**config.mk**
```make
export PLATFORM = sky130hd
export DESIGN_NAME = cal_sequencer
export DESIGN_NICKNAME = d
export VERILOG_FILES = /design/src/rtl/cal_seq_pkg.sv /design/src/rtl/cal_rst_sync.sv /design/src/rtl/cal_pin_qualifier.sv /design/src/rtl/cal_reg_edge.sv /design/src/rtl/cal_sequencer.sv
export SDC_FILE = /design/constraint.sdc
export NUM_CORES = 1
export LEC_CHECK = 0
export BUFFER_PORTS_ARGS = -buffer_cell sky130_fd_sc_hd__clkbuf_2
export CAP_MARGIN = 20
export CELL_PAD_IN_SITES_DETAIL_PLACEMENT = 2
export CELL_PAD_IN_SITES_GLOBAL_PLACEMENT = 2
export CORE_ASPECT_RATIO = 1.5
export CORE_MARGIN = 2
export CORE_UTILIZATION = 39
export CTS_CLUSTER_DIAMETER = 100
export CTS_CLUSTER_SIZE = 8
export DETAILED_ROUTE_END_ITERATION = 16
export PLACE_DENSITY_LB_ADDON = 0.1
export SLEW_MARGIN = 20
export SYNTH_ARGS = -nofsm -noshare
export SYNTH_HDL_FRONTEND = slang
export SYNTH_SLANG_ARGS = --single-unit
```
**constraint.sdc**
```tcl
create_clock -name clk -period 1.28 [get_ports clk]
set_input_delay 0.256 -clock clk [delete_from_list [all_inputs] [get_ports clk]]
set_output_delay 0.256 -clock clk [all_outputs]
set_load 0.03 [all_outputs]
```
**src/rtl/cal_seq_pkg.sv**
```systemverilog
package cal_seq_pkg;

  typedef enum logic [1:0] {
    ST_INIT = 2'd0,
    ST_WAIT = 2'd1,
    ST_IDLE = 2'd2,
    ST_BUSY = 2'd3
  } cal_state_e;

endpackage

```
**src/rtl/cal_rst_sync.sv**
```systemverilog
module cal_rst_sync (
  input  logic clk,
  input  logic rst_n,
  output logic rst_n_sync
);

  logic [1:0] stage_q;

  always_ff @(posedge clk or negedge rst_n) begin
    if (!rst_n) begin
      stage_q <= 2'b00;
    end else begin
      stage_q <= {stage_q[0], 1'b1};
    end
  end

  assign rst_n_sync = stage_q[1];

endmodule

```
**src/rtl/cal_pin_qualifier.sv**
```systemverilog
module cal_pin_qualifier #(
  parameter int unsigned LOW_MIN  = 80,
  parameter int unsigned HIGH_MIN = 80
) (
  input  logic clk,
  input  logic rst_n,
  input  logic cal_pin,
  output logic cmd_pulse
);

  localparam int LW = $clog2(LOW_MIN + 1);
  localparam int HW = $clog2(HIGH_MIN + 1);
  localparam logic [LW-1:0] LOW_LIM  = LW'(LOW_MIN);
  localparam logic [HW-1:0] HIGH_LIM = HW'(HIGH_MIN);

  logic          pin_q;
  logic [LW-1:0] low_q, low_d;
  logic [HW-1:0] high_q, high_d;
  logic          fire;
  logic          cmd_q;

  // Low run: saturating count of consecutive low samples, held while high.
  // High run: saturating count of consecutive high samples.
  always_comb begin
    low_d  = low_q;
    high_d = high_q;
    if (!cal_pin) begin
      high_d = '0;
      if (pin_q) begin
        low_d = LW'(1);
      end else if (low_q != LOW_LIM) begin
        low_d = low_q + 1'b1;
      end
    end else begin
      if (!pin_q) begin
        high_d = HW'(1);
      end else if (high_q != HIGH_LIM) begin
        high_d = high_q + 1'b1;
      end
    end
    fire = cal_pin && (low_q == LOW_LIM) && (high_d == HIGH_LIM) && (high_q != HIGH_LIM);
    if (fire) begin
      low_d = '0;
    end
  end

  always_ff @(posedge clk or negedge rst_n) begin
    if (!rst_n) begin
      pin_q  <= 1'b1;
      low_q  <= '0;
      high_q <= '0;
      cmd_q  <= 1'b0;
    end else begin
      pin_q  <= cal_pin;
      low_q  <= low_d;
      high_q <= high_d;
      cmd_q  <= fire;
    end
  end

  assign cmd_pulse = cmd_q;

endmodule

```
**src/rtl/cal_reg_edge.sv**
```systemverilog
module cal_reg_edge (
  input  logic clk,
  input  logic rst_n,
  input  logic cal_reg_bit,
  output logic cmd_pulse
);

  logic prev_q;
  logic edge_q;

  // prev resets to 1 so a bit already set at reset release is not an edge.
  always_ff @(posedge clk or negedge rst_n) begin
    if (!rst_n) begin
      prev_q <= 1'b1;
      edge_q <= 1'b0;
    end else begin
      prev_q <= cal_reg_bit;
      edge_q <= cal_reg_bit & ~prev_q;
    end
  end

  assign cmd_pulse = edge_q;

endmodule

```
**src/rtl/cal_sequencer.sv**
```systemverilog
module cal_sequencer #(
  parameter int unsigned LOW_MIN   = 80,
  parameter int unsigned HIGH_MIN  = 80,
  parameter int unsigned BUSY_LEN  = 1024,
  parameter int unsigned DLY_SHORT = 4096,
  parameter int unsigned DLY_LONG  = 65536
) (
  input  logic clk,
  input  logic rst_n,
  input  logic cal_pin,
  input  logic cal_reg_bit,
  input  logic ext_mode,
  input  logic pd,
  input  logic dly_sel,
  input  logic phase_adj_en,
  input  logic rtd,
  output logic cal_busy,
  output logic cal_done
);

  import cal_seq_pkg::*;

  localparam int unsigned DLY_MAX = (DLY_LONG > DLY_SHORT) ? DLY_LONG : DLY_SHORT;
  localparam int unsigned CNT_MAX = (DLY_MAX > BUSY_LEN) ? DLY_MAX : BUSY_LEN;
  localparam int CW = $clog2(CNT_MAX);
  localparam logic [CW-1:0] SHORT_LAST = CW'(DLY_SHORT - 1);
  localparam logic [CW-1:0] LONG_LAST  = CW'(DLY_LONG - 1);
  localparam logic [CW-1:0] BUSY_LAST  = CW'(BUSY_LEN - 1);

  logic rst_n_sync;
  logic pin_cmd;
  logic reg_cmd;
  logic cmd_sel;
  logic cmd_ok;

  cal_rst_sync u_rst_sync (
    .clk        (clk),
    .rst_n      (rst_n),
    .rst_n_sync (rst_n_sync)
  );

  cal_pin_qualifier #(
    .LOW_MIN  (LOW_MIN),
    .HIGH_MIN (HIGH_MIN)
  ) u_pin_qual (
    .clk       (clk),
    .rst_n     (rst_n_sync),
    .cal_pin   (cal_pin),
    .cmd_pulse (pin_cmd)
  );

  cal_reg_edge u_reg_edge (
    .clk         (clk),
    .rst_n       (rst_n_sync),
    .cal_reg_bit (cal_reg_bit),
    .cmd_pulse   (reg_cmd)
  );

  // Request gating: source by mode, blocked by power-down and by the RTD rule.
  assign cmd_sel = ext_mode ? reg_cmd : pin_cmd;
  assign cmd_ok  = cmd_sel & ~pd & (~phase_adj_en | rtd);

  cal_state_e    state_q, state_d;
  logic [CW-1:0] cnt_q, cnt_d;
  logic          cnt_en;
  logic          done_q, done_d;
  logic [CW-1:0] dly_last;

  assign dly_last = dly_sel ? LONG_LAST : SHORT_LAST;

  always_comb begin
    state_d = state_q;
    cnt_d   = cnt_q;
    cnt_en  = 1'b0;
    done_d  = 1'b0;
    unique case (state_q)
      ST_INIT: begin
        cnt_en  = 1'b1;
        cnt_d   = '0;
        state_d = (cal_pin && !ext_mode) ? ST_IDLE : ST_WAIT;
      end
      ST_WAIT: begin
        if (!pd) begin
          cnt_en = 1'b1;
          if (cnt_q >= dly_last) begin
            state_d = ST_BUSY;
            cnt_d   = '0;
          end else begin
            cnt_d = cnt_q + 1'b1;
          end
        end
      end
      ST_IDLE: begin
        if (cmd_ok) begin
          state_d = ST_BUSY;
          cnt_en  = 1'b1;
          cnt_d   = '0;
        end
      end
      ST_BUSY: begin
        cnt_en = 1'b1;
        if (pd) begin
          state_d = ST_IDLE;
          cnt_d   = '0;
        end else if (cnt_q == BUSY_LAST) begin
          state_d = ST_IDLE;
          done_d  = 1'b1;
          cnt_d   = '0;
        end else begin
          cnt_d = cnt_q + 1'b1;
        end
      end
      default: begin
        state_d = ST_INIT;
      end
    endcase
  end

  always_ff @(posedge clk or negedge rst_n_sync) begin
    if (!rst_n_sync) begin
      state_q <= ST_INIT;
      done_q  <= 1'b0;
    end else begin
      state_q <= state_d;
      done_q  <= done_d;
    end
  end

  always_ff @(posedge clk or negedge rst_n_sync) begin
    if (!rst_n_sync) begin
      cnt_q <= '0;
    end else if (cnt_en) begin
      cnt_q <= cnt_d;
    end
  end

  assign cal_busy = (state_q == ST_BUSY);
  assign cal_done = done_q;

endmodule

```
==> Implementation_results.wiki, run 1 <==
{| class="wikitable"
! Metric !! Value
|-
| Post-synth ARST share || 1.00
|-
| Largest cells by area after synthesis || sky130_fd_sc_hd__dfrtp_1 (40%), sky130_fd_sc_hd__ha_1 (7.0%), sky130_fd_sc_hd__nand2_1 (5.3%)
|-
| Post-synthesis share of cell area spent on full adders, half adders and majority gates || 0.0700
|-
| Setup Buffers After CTS || 11
|-
| Unique masters post-synth || 49
|-
| Root Buffer Master || sky130_fd_sc_hd__clkbuf_8
|-
| Top flip-flop cell by instance count after synthesis || sky130_fd_sc_hd__dfrtp_1
|-
| Longest Clk Path Bufs || 2
|-
| Cell with the most instances after synthesis || sky130_fd_sc_hd__dfrtp_1
|-
| Sequential cell area fraction in the yosys report || 0.421
|-
| Synth top area share || 0.398
|-
| Flop and latch count out of synthesis || 39
|-
| Synthesized netlist net count || 271
|-
| Die Height || 98.6 µm
|-
| Number of levels in the clock H-tree || 2
|-
| Count of flip-flops with a built-in enable after synthesis || 0
|-
| Main combinational cell family by area after synthesis || simple AND/OR/NAND/NOR gates
|-
| Largest area contributor in the netlist || sky130_fd_sc_hd__dfrtp_1
|-
| Last weighted congestion value of the routability-driven placer || 0.797
|-
| Tool error || [ERROR DPL-0033] detailed placement checks failed during check placement.
|-
| Xor/xnor share of the synthesized area || 0.0264
|-
| Number of port buffers || 10
|-
| Top-Level Pins || 11
|-
| Worst slack at placement || -0.902 ns
|-
| Mean post-synth cell area || 9.34 µm²
|-
| DPL Wire Length || 6950 µm
|-
| Outcome || stopped before the end
|-
| Post-synth top cells || sky130_fd_sc_hd__dfrtp_1 (37), sky130_fd_sc_hd__nand2_1 (33), sky130_fd_sc_hd__nor2_1 (16), sky130_fd_sc_hd__o21ai_0 (15)
|-
| Number of synthesis warnings || 0
|-
| Number of clock buffers inserted by TritonCTS || 5
|-
| TritonCTS sink count || 39
|-
| Overall die width || 67.0 µm
|-
| Placed Cells incl. Taps || 396
|-
| Post_cts resized || 89
|-
| Hold buffers post-CTS || 1
|-
| Starting Density || 0.402
|-
| Post-synthesis cell count || 249
|-
| Share of the synthesized area in compound gates (AO/OA/AOI/OAI) || 0.184
|-
| Stage where the flow stopped || 4_1_cts
|-
| Number of rows in the core area || 34
|-
| Share of synthesized cell area in and, or, nand and nor gates || 0.237
|-
| Cell Area, Synth || 2320 µm²
|-
| Multiplexer share of the synthesized area || 0.0231
|}
[stage by stage]
step                 util  TNS, ns  cell area, µm²
global placement    0.544   -12.78            3150
detailed placement  0.544   -17.35            3150
floorplan               -    -9.15            2480
[logic make-up after synthesis]
kind of cell    count (synthesis)
compound gates                 58
xor+xnor                        7
fa+ha+maj                      13
buf+inv                        21
flops                          39
mux                             5
other cells                     1
simple gates                  105
==> run 2: changes to the inputs <==
--- a/config.mk
+++ b/config.mk
@@ -7,15 +7,10 @@
 export LEC_CHECK = 0
 export BUFFER_PORTS_ARGS = -buffer_cell sky130_fd_sc_hd__clkbuf_2
 export CAP_MARGIN = 20
-export CELL_PAD_IN_SITES_DETAIL_PLACEMENT = 2
-export CELL_PAD_IN_SITES_GLOBAL_PLACEMENT = 2
-export CORE_ASPECT_RATIO = 1.5
 export CORE_MARGIN = 2
-export CORE_UTILIZATION = 39
-export CTS_CLUSTER_DIAMETER = 100
-export CTS_CLUSTER_SIZE = 8
+export CORE_UTILIZATION = 32
 export DETAILED_ROUTE_END_ITERATION = 16
-export PLACE_DENSITY_LB_ADDON = 0.1
+export PLACE_DENSITY_LB_ADDON = 0.15
 export SLEW_MARGIN = 20
 export SYNTH_ARGS = -nofsm -noshare
 export SYNTH_HDL_FRONTEND = slang
==> run 2 against run 1 <==
The flow now finishes, with violations (negative setup slack). Synthesized cell count did not move. Synthesized area unchanged.
==> Implementation_results.wiki, run 2 <==
{| class="wikitable"
! Metric !! Value
|-
| Number of rows in the core area || 31 (was 34)
|-
| Final critical path time including I/O delays and setup || 1.86 ns
|-
| Post-synthesis share of cell area spent on full adders, half adders and majority gates || 0.0700 (unchanged)
|-
| Die Height || 89.2 µm (was 98.6 µm)
|-
| Maximum clock frequency || 538 MHz
|-
| Commonest non-fill, non-tap cells in the layout || sky130_fd_sc_hd__buf_4 (58), sky130_fd_sc_hd__dfrtp_1 (35), sky130_fd_sc_hd__nand2_1 (25)
|-
| Top flip-flop cell by instance count after synthesis || sky130_fd_sc_hd__dfrtp_1 (unchanged)
|-
| Startpoint type of the worst setup path || flip-flop
|-
| Maximum resistive drop on vdd || 547 µV
|-
| Endpoint kind of the worst setup timing path || flip-flop
|-
| TritonCTS sink count || 39 (unchanged)
|-
| Endpoints failing setup || 30
|-
| Synthesized netlist net count || 271 (unchanged)
|-
| Ratio of routed vias to standard cells || 5.09
|-
| First-pass GRT wire length || 10700 µm
|-
| Number of clock buffers inserted by TritonCTS || 5 (unchanged)
|-
| Registers with the most flip-flops || cnt_q: 16 flops, u_pin_qual.high_q: 7 flops, u_pin_qual.low_q: 7 flops
|-
| Part of the power in registers || 0.307
|-
| Routed wire length || 6290 µm
|-
| Met3 wire length || 134 µm
|-
| Last weighted congestion value of the routability-driven placer || 0.713 (was 0.797)
|-
| Ant. Diodes || 0
|-
| Post-route standard cell area excluding fillers || 3820 µm²
|-
| Net switching power of the design || 1.60 mW
|-
| Placed Cells incl. Taps || 417 (was 396)
|-
| Pleak || 1.64 nW
|-
| Largest cells by area after synthesis || sky130_fd_sc_hd__dfrtp_1 (40%), sky130_fd_sc_hd__ha_1 (7.0%), sky130_fd_sc_hd__nand2_1 (5.3%) (unchanged)
|-
| Crit path DAT || 2.02 ns
|-
| Worst slack at placement || -0.652 ns (was -0.902 ns)
|-
| Unique masters post-synth || 49 (unchanged)
|-
| Pre-Repair DR Iteration Count || 4
|-
| Number of synthesis warnings || 0 (unchanged)
|-
| Count of max-cap constraint violations || 0
|-
| Count of final hold-check violations || 0
|-
| Biggest fanout along the worst timing path || 5
|-
| Share of synthesized cell area in and, or, nand and nor gates || 0.237 (unchanged)
|-
| Synth top area share || 0.398 (unchanged)
|-
| Largest reg by FF count || cnt_q
|-
| Root Buffer Master || sky130_fd_sc_hd__clkbuf_8 (unchanged)
|-
| Post-synth ARST share || 1.00 (unchanged)
|-
| Flop and latch count out of synthesis || 39 (unchanged)
|-
| Gr usage total || 0.175
|-
| Xor/xnor share of the synthesized area || 0.0264 (unchanged)
|-
| Number of levels in the clock H-tree || 2 (unchanged)
|-
| Clock transition at the registers of the reported paths || 0.07 ns
|-
| CORE AREA || 7140 µm²
|-
| Cell Area, Synth || 2320 µm² (unchanged)
|-
| Detailed router's first-iteration violation count || 122
|-
| Pin count of the biggest net entering global routing || 38
|-
| Failing checks || negative setup slack
|-
| Post-DR wirelength/cell || 14.3 µm
|-
| Combinational power share || 0.494
|-
| Post-synthesis cell count || 249 (unchanged)
|-
| Via Count || 2230
|-
| Setup repair after global routing missed its margin || yes
|-
| Length of routed met2 wiring || 3140 µm
|-
| Required time of the critical path || 1.44 ns
|-
| Aggregate negative setup slack || -11.35 ns
|-
| DPL Wire Length || 3890 µm (was 6950 µm)
|-
| Number of max-slew violations in the final report || 0
|-
| Cell with the most instances after synthesis || sky130_fd_sc_hd__dfrtp_1 (unchanged)
|-
| Worst-margin pin slew || 0.475 ns
|-
| Final cell count without fillers || 438
|-
| WS Path Type || flip-flop to flip-flop
|-
| Final Core Density || 0.535
|-
| Net Sw Frac || 0.339
|-
| Reg2reg path depth || 8
|-
| Outcome || finished with violations (was stopped before the end)
|-
| Final routed DRC violation total || 0
|-
| Largest area contributor in the netlist || sky130_fd_sc_hd__dfrtp_1 (unchanged)
|-
| Reg2reg setup slack || -0.58 ns
|-
| Metal-1 WL || 2860 µm
|-
| Max Used Layer || met4
|-
| Relative area change from synthesis to final layout || 64.3%
|-
| Period Utilization, post-route || 1.45
|-
| Placed Instance Area || 3120 µm² (was 3150 µm²)
|-
| Main combinational cell family by area after synthesis || simple AND/OR/NAND/NOR gates (unchanged)
|-
| Total Power Consumption || 4.71 mW
|-
| Overall die width || 89.2 µm (was 67.0 µm)
|-
| Share of post-route cells with drive strength above 1 || 0.522
|-
| Post-route ant nets || 0
|-
| Via count of the first global-routing pass || 2272
|-
| Share of the synthesized area in compound gates (AO/OA/AOI/OAI) || 0.184 (unchanged)
|-
| Power per Cell Area || 1230 nW/µm²
|-
| Worst-Skew Late Latency || 0.29 ns
|-
| Sequential cell area fraction in the yosys report || 0.421 (unchanged)
|-
| Clock Skew || 0.00628 ns
|-
| Sequential standard cell area || 981 µm²
|-
| Clock tree from TritonCTS || built
|-
| Min-Delay Path Class || input port to flip-flop
|-
| Top-Level Pins || 11 (unchanged)
|-
| Starting Density || 0.326 (was 0.402)
|-
| Longest Clk Path Bufs || 2 (unchanged)
|-
| Cells on Worst Hold Path || 1
|-
| Relative slew slack || 0.674
|-
| Multiplexer share of the synthesized area || 0.0231 (unchanged)
|-
| Number of antenna violations at the first check in global routing || 0
|-
| Number of flip-flops in the largest register || 16
|-
| Number of nets at the end of the flow || 360
|-
| Congestion Overflow GR || 0
|-
| Final-layout worst hold slack || 0.0535 ns
|-
| Setup ws final || -0.577 ns
|-
| Count of flip-flops with a built-in enable after synthesis || 0 (unchanged)
|-
| Commonest non-fill, non-tap cell in the layout || sky130_fd_sc_hd__buf_4
|-
| FILL cells || 619
|-
| Number of port buffers || 10 (unchanged)
|-
| Post-synth top cells || sky130_fd_sc_hd__dfrtp_1 (37), sky130_fd_sc_hd__nand2_1 (33), sky130_fd_sc_hd__nor2_1 (16), sky130_fd_sc_hd__o21ai_0 (15) (unchanged)
|-
| Combined area of the multi-input logic cells || 1730 µm²
|-
| Die Area || 7960 µm²
|-
| Mean post-synth cell area || 9.34 µm² (unchanged)
|-
| Internal power of the cells || 3.12 mW
|-
| Fraction of power consumed by the clock network || 0.198
|}
## run 2: cell counts after synthesis
Identical to the previous run, type by type.
## run 2: metal layers
layer,track usage,vias up
met2,0.290,33
met5,0,-
met3,0.0397,17
li1,-,1095
met1,0.219,1085
met4,0.0760,0
## run 2: final cells by class
type	count	share of cell area
timing repair buffer	89	0.218
tap	99	0.0324
inverter	13	0.0128
sequential	39	0.257
clock buffer	8	0.0262
multi-input combinational	190	0.453
## run 2: power by group through the flow
| stage | Combinational, mW | Sequential [mW] | Clock [mW] |
|---|---|---|---|
| 2_1_floorplan | 0.730 | 1.51 | 0 |
| 3_3_place_gp | 1.29 | 1.46 | 0 |
| 3_5_place_dp | 1.30 | 1.46 | 0 |
| 4_1_cts | 2.21 | 1.45 | 0.976 |
| 5_1_grt | 2.51 | 1.47 | 1.02 |
| 6_report | 2.33 | 1.45 | 0.935 |
## run 2: worst paths after layout
| check | start | to |
|---|---|---|
| hold reg to reg | u_rst_sync.stage_q[1]$_DFF_PN0_ | cnt_q[6]$_DFFE_PN0P_ |
| setup reg to reg | state_q[1]$_DFFE_PN0P_ | cnt_q[9]$_DFFE_PN0P_ |
| setup / recovery | state_q[1]$_DFFE_PN0P_ | cnt_q[9]$_DFFE_PN0P_ |
| hold / removal | cal_reg_bit | u_reg_edge.prev_q$_DFF_PN1_ |
| min in group asynchronous | u_rst_sync.stage_q[1]$_DFF_PN0_ | cnt_q[6]$_DFFE_PN0P_ |
| max in group asynchronous | u_rst_sync.stage_q[1]$_DFF_PN0_ | u_pin_qual.pin_q$_DFF_PN1_ |
## run 2: cells by family after synthesis
group	Yosys count
and+or+nand+nor	105
xor gates and xnor gates	7
other	1
muxes	5
adders and majority gates	13
AOI/OAI and AO/OA	58
buffers and inverters	21
DFF	39
## run 2: critical path, stage by stage, from the launching register on
cell,delay (ns)
sky130_fd_sc_hd__dfrtp_1,0.39
sky130_fd_sc_hd__inv_2,0.09
sky130_fd_sc_hd__ha_2,0.20
sky130_fd_sc_hd__mux2_4,0.33
sky130_fd_sc_hd__o32a_4,0.25
sky130_fd_sc_hd__buf_12,0.16
sky130_fd_sc_hd__buf_16,0.13
sky130_fd_sc_hd__nand2_1,0.08
sky130_fd_sc_hd__o311ai_2,0.09
## run 2: what timing repair did
item,CTS,global route
buffers inserted,8,1
setup endpoints to repair,30,30
gates resized for setup,61,33
hold buffers,1,0
cloned,5,0
pin swaps,13,18
hold endpoints to repair,2,0
Note: power is estimated with default switching activity, not from simulation.
